==> src/rtl/ccu_pkg.sv <==
package ccu_pkg;
  localparam int unsigned DW = 8;
  localparam int unsigned B_STAT  = 0;
  localparam int unsigned B_IHEC  = 1;
  localparam int unsigned B_IEN   = 2;
  localparam int unsigned B_GFC   = 3;
  localparam int unsigned B_PSEL  = 4;
  localparam int unsigned B_HEC   = 5;
  localparam int unsigned B_COSET = 6;
  localparam int unsigned B_SCR   = 7;
endpackage

==> src/rtl/ccu_octet_ctr.sv <==
module ccu_octet_ctr #(
  parameter int unsigned CELL_LEN = 53,
  parameter int unsigned CHK_POS  = 5
) (
  input  logic clk_i,
  input  logic rst_ni,
  input  logic vld_i,
  input  logic sof_i,
  output logic chk_o
);
  localparam int unsigned CW = $clog2(CELL_LEN + 1);
  localparam logic [CW-1:0] LEN_C = CW'(CELL_LEN);
  localparam logic [CW-1:0] POS_C = CW'(CHK_POS);

  logic [CW-1:0] cnt_q, pos;

  // cnt_q == 0 means outside any cell
  always_comb begin
    if (sof_i) pos = CW'(1);
    else if (cnt_q != '0 && cnt_q < LEN_C) pos = cnt_q + CW'(1);
    else pos = '0;
  end

  always_ff @(posedge clk_i or negedge rst_ni) begin
    if (!rst_ni) cnt_q <= '0;
    else if (vld_i) cnt_q <= pos;
  end

  assign chk_o = vld_i && (pos == POS_C);


  cnt_range_chk: assert property (@(posedge clk_i) disable iff (!rst_ni)
    cnt_q <= LEN_C);

  single_chk_chk: assert property (@(posedge clk_i) disable iff (!rst_ni)
    chk_o |=> !chk_o);
endmodule

==> src/rtl/ccu_pat_cmp.sv <==
module ccu_pat_cmp #(
  parameter int unsigned DW = 8,
  parameter logic [DW-1:0] PAT0 = 8'h55,
  parameter logic [DW-1:0] PAT1 = 8'hAA
) (
  input  logic          chk_i,
  input  logic          sel_i,
  input  logic [DW-1:0] data_i,
  output logic          err_o
);
  logic [DW-1:0] exp_pat;
  assign exp_pat = sel_i ? PAT1 : PAT0;
  assign err_o   = chk_i && (data_i != exp_pat);
endmodule

==> src/rtl/ccu_ctrl_reg.sv <==
module ccu_ctrl_reg
  import ccu_pkg::*;
(
  input  logic          clk_i,
  input  logic          rst_ni,
  input  logic          wr_i,
  input  logic          rd_i,
  input  logic [DW-1:0] wdata_i,
  input  logic          err_i,
  output logic [DW-1:0] ctrl_o
);
  logic [DW-1:1] rw_q;
  logic          stat_q;

  always_ff @(posedge clk_i or negedge rst_ni) begin
    if (!rst_ni) begin
      rw_q   <= '0;
      stat_q <= 1'b0;
    end else begin
      if (wr_i) rw_q <= wdata_i[DW-1:1];
      // error wins over clear-on-read
      if (err_i) stat_q <= 1'b1;
      else if (rd_i) stat_q <= 1'b0;
    end
  end

  assign ctrl_o = {rw_q, stat_q};


  stat_set_chk: assert property (@(posedge clk_i) disable iff (!rst_ni)
    err_i |=> ctrl_o[B_STAT]);

  stat_src_chk: assert property (@(posedge clk_i) disable iff (!rst_ni)
    $rose(ctrl_o[B_STAT]) |-> $past(err_i));

  rd_clr_chk: assert property (@(posedge clk_i) disable iff (!rst_ni)
    (rd_i && !err_i) |=> !ctrl_o[B_STAT]);

  rw_hold_chk: assert property (@(posedge clk_i) disable iff (!rst_ni)
    !wr_i |=> $stable(ctrl_o[DW-1:1]));
endmodule

==> src/rtl/cell_chk_irq.sv <==
module cell_chk_irq
  import ccu_pkg::*;
#(
  parameter int unsigned   CELL_LEN  = 53,
  parameter int unsigned   CHK_POS   = 5,
  parameter int unsigned   AW        = 8,
  parameter logic [AW-1:0] CTRL_ADDR = 8'h60,
  parameter logic [7:0]    PAT0      = 8'h55,
  parameter logic [7:0]    PAT1      = 8'hAA
) (
  input  logic          clk_i,
  input  logic          rst_ni,
  input  logic          oct_vld_i,
  input  logic          sof_i,
  input  logic [DW-1:0] oct_i,
  input  logic          bus_wr_i,
  input  logic          bus_rd_i,
  input  logic [AW-1:0] bus_addr_i,
  input  logic [DW-1:0] bus_wdata_i,
  output logic [DW-1:0] bus_rdata_o,
  output logic          irq_o,
  output logic          scr_en_o,
  output logic          coset_en_o,
  output logic          hec_ins_en_o,
  output logic          gfc_ins_en_o,
  output logic          idle_hec_en_o
);
  logic          chk, err, hit, wr_hit, rd_hit;
  logic [DW-1:0] ctrl;

  assign hit    = (bus_addr_i == CTRL_ADDR);
  assign wr_hit = bus_wr_i && hit;
  assign rd_hit = bus_rd_i && hit;

  ccu_octet_ctr #(.CELL_LEN(CELL_LEN), .CHK_POS(CHK_POS)) u_ctr (
    .clk_i(clk_i), .rst_ni(rst_ni), .vld_i(oct_vld_i),
    .sof_i(sof_i), .chk_o(chk)
  );

  ccu_pat_cmp #(.DW(DW), .PAT0(PAT0), .PAT1(PAT1)) u_cmp (
    .chk_i(chk), .sel_i(ctrl[B_PSEL]), .data_i(oct_i), .err_o(err)
  );

  ccu_ctrl_reg u_reg (
    .clk_i(clk_i), .rst_ni(rst_ni), .wr_i(wr_hit), .rd_i(rd_hit),
    .wdata_i(bus_wdata_i), .err_i(err), .ctrl_o(ctrl)
  );

  assign bus_rdata_o   = hit ? ctrl : '0;
  assign irq_o         = ctrl[B_STAT] & ctrl[B_IEN];
  assign scr_en_o      = ctrl[B_SCR];
  assign coset_en_o    = ctrl[B_COSET];
  assign hec_ins_en_o  = ctrl[B_HEC];
  assign gfc_ins_en_o  = ctrl[B_GFC];
  assign idle_hec_en_o = ctrl[B_IHEC];


  irq_raise_chk: assert property (@(posedge clk_i) disable iff (!rst_ni)
    (err && ctrl[B_IEN] && !wr_hit) |=> irq_o);

  irq_clr_chk: assert property (@(posedge clk_i) disable iff (!rst_ni)
    (rd_hit && !err) |=> !irq_o);

  keep_flag_chk: assert property (@(posedge clk_i) disable iff (!rst_ni)
    (rd_hit && err) |=> ctrl[B_STAT]);
endmodule

==> config.mk <==
export PLATFORM = sky130hd
export DESIGN_NAME = cell_chk_irq
export DESIGN_NICKNAME = d
export VERILOG_FILES = /design/src/rtl/ccu_pkg.sv /design/src/rtl/ccu_octet_ctr.sv /design/src/rtl/ccu_pat_cmp.sv /design/src/rtl/ccu_ctrl_reg.sv /design/src/rtl/cell_chk_irq.sv
export SDC_FILE = /design/constraint.sdc
export NUM_CORES = 1
export LEC_CHECK = 0
export ABC_AREA = 0
export CAP_MARGIN = 20
export CORE_ASPECT_RATIO = 1.5
export CORE_UTILIZATION = 43
export DETAILED_ROUTE_END_ITERATION = 7
export GPL_ROUTABILITY_DRIVEN = 0
export PLACE_DENSITY = 0.84
export RECOVER_POWER = 50
export SYNTH_ARGS = -nofsm -noshare
export SYNTH_HDL_FRONTEND = slang
export SYNTH_SLANG_ARGS = --single-unit
==> constraint.sdc <==
create_clock -name clk_i -period 2.1 [get_ports clk_i]
set_input_delay 0.42 -clock clk_i [delete_from_list [all_inputs] [get_ports clk_i]]
set_output_delay 0.42 -clock clk_i [all_outputs]
set_load 0.05 [all_outputs]
## Word-level counts from Yosys, hierarchy flattened

Index checks and enable logic that the tools add are counted.

| storage, ports and cells | value |
|---|---|
| input port bits | 30 |
| word-level logic and storage cells | 22 |
| output and inout bits | 14 |
| register bits after elaboration | 14 |

| operators by class | value |
|---|---|
| eq/ne operators | 3 |
| muxes and demuxes | 6 |
| reductions and logical operators | 7 |
| order comparisons | 1 |
| bitwise operators | 1 |
| $add $sub $neg | 1 |

Operators by type and width:

| operator | number |
|---|---|
| two-way mux 8 bit | 2 |
| two-way mux 6 bit | 2 |
| == test 8 x 7 -> 1 bit (second input constant) | 1 |
| != test 8 bit | 1 |
| adder 6 x 1 -> 6 bit (second input constant) | 1 |
| == test 6 x 3 -> 1 bit (second input constant) | 1 |
| less-than comparator 6 bit (second input constant) | 1 |
| nonzero test 6 bit | 1 |
| logical AND 1 bit | 5 |
| two-way mux 1 bit | 2 |
| nonzero test 2 bit | 1 |
| bitwise AND 1 bit | 1 |

## Depth between registers and ports, before layout

| logic depth | value |
|---|---|
| word-level depth | 8 |
| gate-level depth with buffers | 6 |
| depth with buffers taken out | 6 |

## Modules after synthesis

From an unflattened synthesis, not the netlist that was laid out.

| second synthesis, totals | value |
|---|---|
| cells, all modules | 96 |
| area total of the unflattened synthesis | 965.9 um^2 |

Modules (own cells, without submodules):

| module | cells an instance | sequential area each (um^2) | area an instance (um^2) | times used |
|---|---|---|---|---|
| ccu_octet_ctr | 45 | 150.1 | 390.4 | 1 |
| ccu_ctrl_reg | 19 | 200.2 | 335.3 | 1 |
| cell_chk_irq | 25 | 0.0 | 183.9 | 1 |
| ccu_pat_cmp | 7 | 0.0 | 56.3 | 1 |

## Least setup slack after synthesis

Ideal clock, no wire load.

| path | value |
|---|---|
| path type | in2out |
| start point | in bus_addr_i[1] |
| end point | out bus_rdata_o[0] |
| arrival | 1564 ps |
| path slack | 116 ps |
| required time | 1680 ps |
| stages | 3 |
| path buffers | 0 |
| cells stage by stage | or4_4 nor2_8 and2_1 |

| on the way | value |
|---|---|
| word-level cells in the longest chain between the ends | 2 |

Ends and longest elaborated chain:

| element | RTL line | source |
|---|---|---|
| start, declared | cell_chk_irq.sv:18 | `input logic [AW-1:0] bus_addr_i,` |
| == test 8 x 7 -> 1 bit | cell_chk_irq.sv:31 | `assign hit = (bus_addr_i == CTRL_ADDR);` |
| two-way mux 8 bit | cell_chk_irq.sv:49 | `assign bus_rdata_o = hit ? ctrl : '0;` |
| end, declared | cell_chk_irq.sv:20 | `output logic [DW-1:0] bus_rdata_o,` |

Every way passes these cells.

## Final worst setup path

| path | value |
|---|---|
| start point | in bus_addr_i[7] |
| end point | out bus_rdata_o[2] |

The elaborated chain is that of the path after synthesis.

==> impl_metrics.ini <==
[clocking]
h-tree-depth = 1
clock_latency_ns = 0.28
cts.sinks = 14
clkTransAtPathRegs_ns = 0.07
cts_tree = built
clockBufferDepth = 2
root_buffer = clkbuf_4
postCtsHoldBufs = 0
numCtsBuffers = 3

[synthesis]
synthCells = 87
syn_area_per_cell_um2 = 10.5
ys_warn_count = 0
synth.distinct_cells = 33
ys.flop_type = dfrtp_1
synth.area.mux_share_pct = 11.5
yosysSeqAreaShare_pct = 38.3
synth_top_family_by_area = simple AND/OR/NAND/NOR gates
synth_compound_area_share_pct = 12.0
synth-edff-count = 0
synthArstFlopShare_pct = 100
synth.net_count = 119
syn_area_um2 = 915
synth_xor_area_share_pct = 0
synth_fa_ha_area_share_pct = 2.74
synth_seq_cells = 14
synth-simple-area-share_pct = 31.3

[critical_path]
cp_max_fo = 4
ff2ff_setup_slack_ns = 0.41
slowest_delay_ns = 0.42
cp-start-kind = input pin
worstSetupPathType = input pin to output pin
arrival_ns = 1.64
path_cells = clkdlybuf4s50_1 > nand4bb_4 > nor2_8 > buf_6 > and2_4 > buf_12
required_ns = 1.68
slowest_stage = clkdlybuf4s50_1
endpoint_kind = output pin

[timing]
max-slew-margin-rel_pct = 58.6
fmax_mhz = 486
final_hold_viol_count = 0
rsz0062_at_grt = no
setup_viol = 0
clock_skew_ns = 0.00448
slew_violations = 0
min_period_ns = 2.06
period_share_pct = 98.0
worst_pin_slew_ns = 0.619
worst_slack_ns = 0.0421

[global_route]
antenna_found_initial = 0
gr-total-overflow = 0
first_global_vias = 895
grt_pass1_wl_um = 3800
grt_util_all_layers_pct = 23.9
grt_max_degree = 15

[floorplanning]
core_mm2 = 0.00203
rows = 20
initial_utilization_pct = 45.1
die_y_um = 58.5
die_w_um = 39.7
dieArea_mm2 = 0.00232
ios = 44

[placement]
preCtsSetupSlack_ns = -0.222
portBuffers = 42
dp.cells = 150
dp_hpwl_um = 1770

[flow_run]
cap_violations = 0

[route]
routed_wirelength_um = 2320
vias_per_cell = 5.59
ant_nets = 0
detail_route.wl_per_cell_um = 14.8
first_pass_iters = 4
vias = 877
drcViolationCount = 0
first_iter_violations = 32

[power]
leakage_nw = 0.712
power.density_mw_per_mm2 = 477
ir_worst_vdd_v = 0.000416

[final_layout]
drive_above_1_share_pct = 28.1
fin_nets = 169
diodes = 0
area_growth_pct = 66.5
fin_cells = 157

[outcome]
status = completed

[hold_path]
worstHoldPathType = flip-flop to flip-flop
## metrics by stage
| stage | total power [W] | TNS (ns) | area, um2 | utilization [%] | hold slack, ns |
|---|---|---|---|---|---|
| 6_report | 0.000727 | 0 | 1520 | 75.1 | 0.542 |
| 5_1_grt | 0.000770 | 0 | 1520 | 75.1 | 0.564 |
| 4_1_cts | 0.000736 | 0 | 1520 | 74.8 | 0.550 |
| 3_5_place_dp | 0.000588 | -2.71 | 1440 | 71.2 | 0.520 |
| 3_3_place_gp | 0.000580 | -2.36 | 1440 | 71.2 | 0.509 |
| 2_1_floorplan | 0.000489 | 0 | 915 | - | 0.124 |
## where the power goes
part / switching, W / internal, W
registers: 0.0000405 / 0.000301
clock network: 0.0000799 / 0.0000665
logic: 0.000109 / 0.000130
## what timing repair did
action | 4_1_cts | 5_1_grt
resized for setup | 20 | 7
endpoints found under the hold margin | 0 | 0
pin swaps | 2 | 3
buffers inserted | 4 | 0
setup endpoints to repair | 8 | 8
cloned | 0 | 0
## Yosys cell counts (all sizes together), types with 2 or more instances
library cell / number / area share (%)
a41oi: 2 / 1.9
and2: 10 / 6.8
and4: 2 / 1.9
clkbuf: 2 / 0.82
dfrtp: 14 / 38
ha: 2 / 2.7
inv: 8 / 3.3
mux2: 7 / 11
nand2: 7 / 3.7
nand2b: 2 / 1.4
nand3: 4 / 2.2
nand4: 2 / 1.4
nand4b: 2 / 1.9
nor4: 2 / 1.4
nor4bb: 2 / 2.2
o211ai: 2 / 2.2
o22ai: 3 / 2.1
or4: 2 / 2.1
## registers in the layout, summed over array words and instances (netlist names)
| signal | flops |
|---|---|
| u_reg.rw_q | 7 |
| u_reg.stat_q | 1 |
| u_ctr.cnt_q | 6 |
## worst paths after layout
check	from	to	cells past startpoint
max reg2reg	u_ctr.cnt_q[0]$_DFFE_PN0P_	u_ctr.cnt_q[2]$_DFFE_PN0P_	6
max in group asynchronous	rst_ni	u_reg.rw_q[1]$_DFFE_PN0P_	1
min	u_reg.rw_q[3]$_DFFE_PN0P_	u_reg.rw_q[3]$_DFFE_PN0P_	1
min in group asynchronous	rst_ni	u_reg.rw_q[7]$_DFFE_PN0P_	1
max	bus_addr_i[7]	bus_rdata_o[2]	6
min reg2reg	u_reg.rw_q[3]$_DFFE_PN0P_	u_reg.rw_q[3]$_DFFE_PN0P_	1
## routing by layer
metal  up-vias  track usage, %  wire length [um]
li1        424               -                 -
met1       413            24.9               781
met2        35            45.4              1410
met3         5            2.26               100
met4         0            8.87                33
met5         -               0                 0
## worst max-delay path: cells and delay by family
kind                   cells  cell delay [ns]
buffers and inverters      3             0.68
AND/OR/NAND/NOR            3             0.54
## kinds of logic (layout without fill, tap and decap cells)
family          Yosys count  in the layout
compound gates           14             14
buf+inv                  10             58
simple gates             40             40
fa+ha+maj                 2              2
flops                    14             14
mux                       7              7
## cells in the final DEF (no fill, tap or decap), types with 3 or more instances in the layout
master	count
clkdlybuf4s50_1	27
dfrtp_1	14
inv_1	8
and2_4	8
buf_12	8
mux2_4	7
nand2_1	6
nand3_1	4
o22ai_1	3
clkbuf_4	3
buf_6	3
## layout make-up
type / count / area [um2]
multi-input combinational: 63 / 553
fill: 136 / 504
inverter: 8 / 30.0
sequential: 14 / 350
tap: 22 / 27.5
clock buffer: 3 / 22.5
timing repair buffer: 47 / 539
Power figures use the tool's default switching activity.
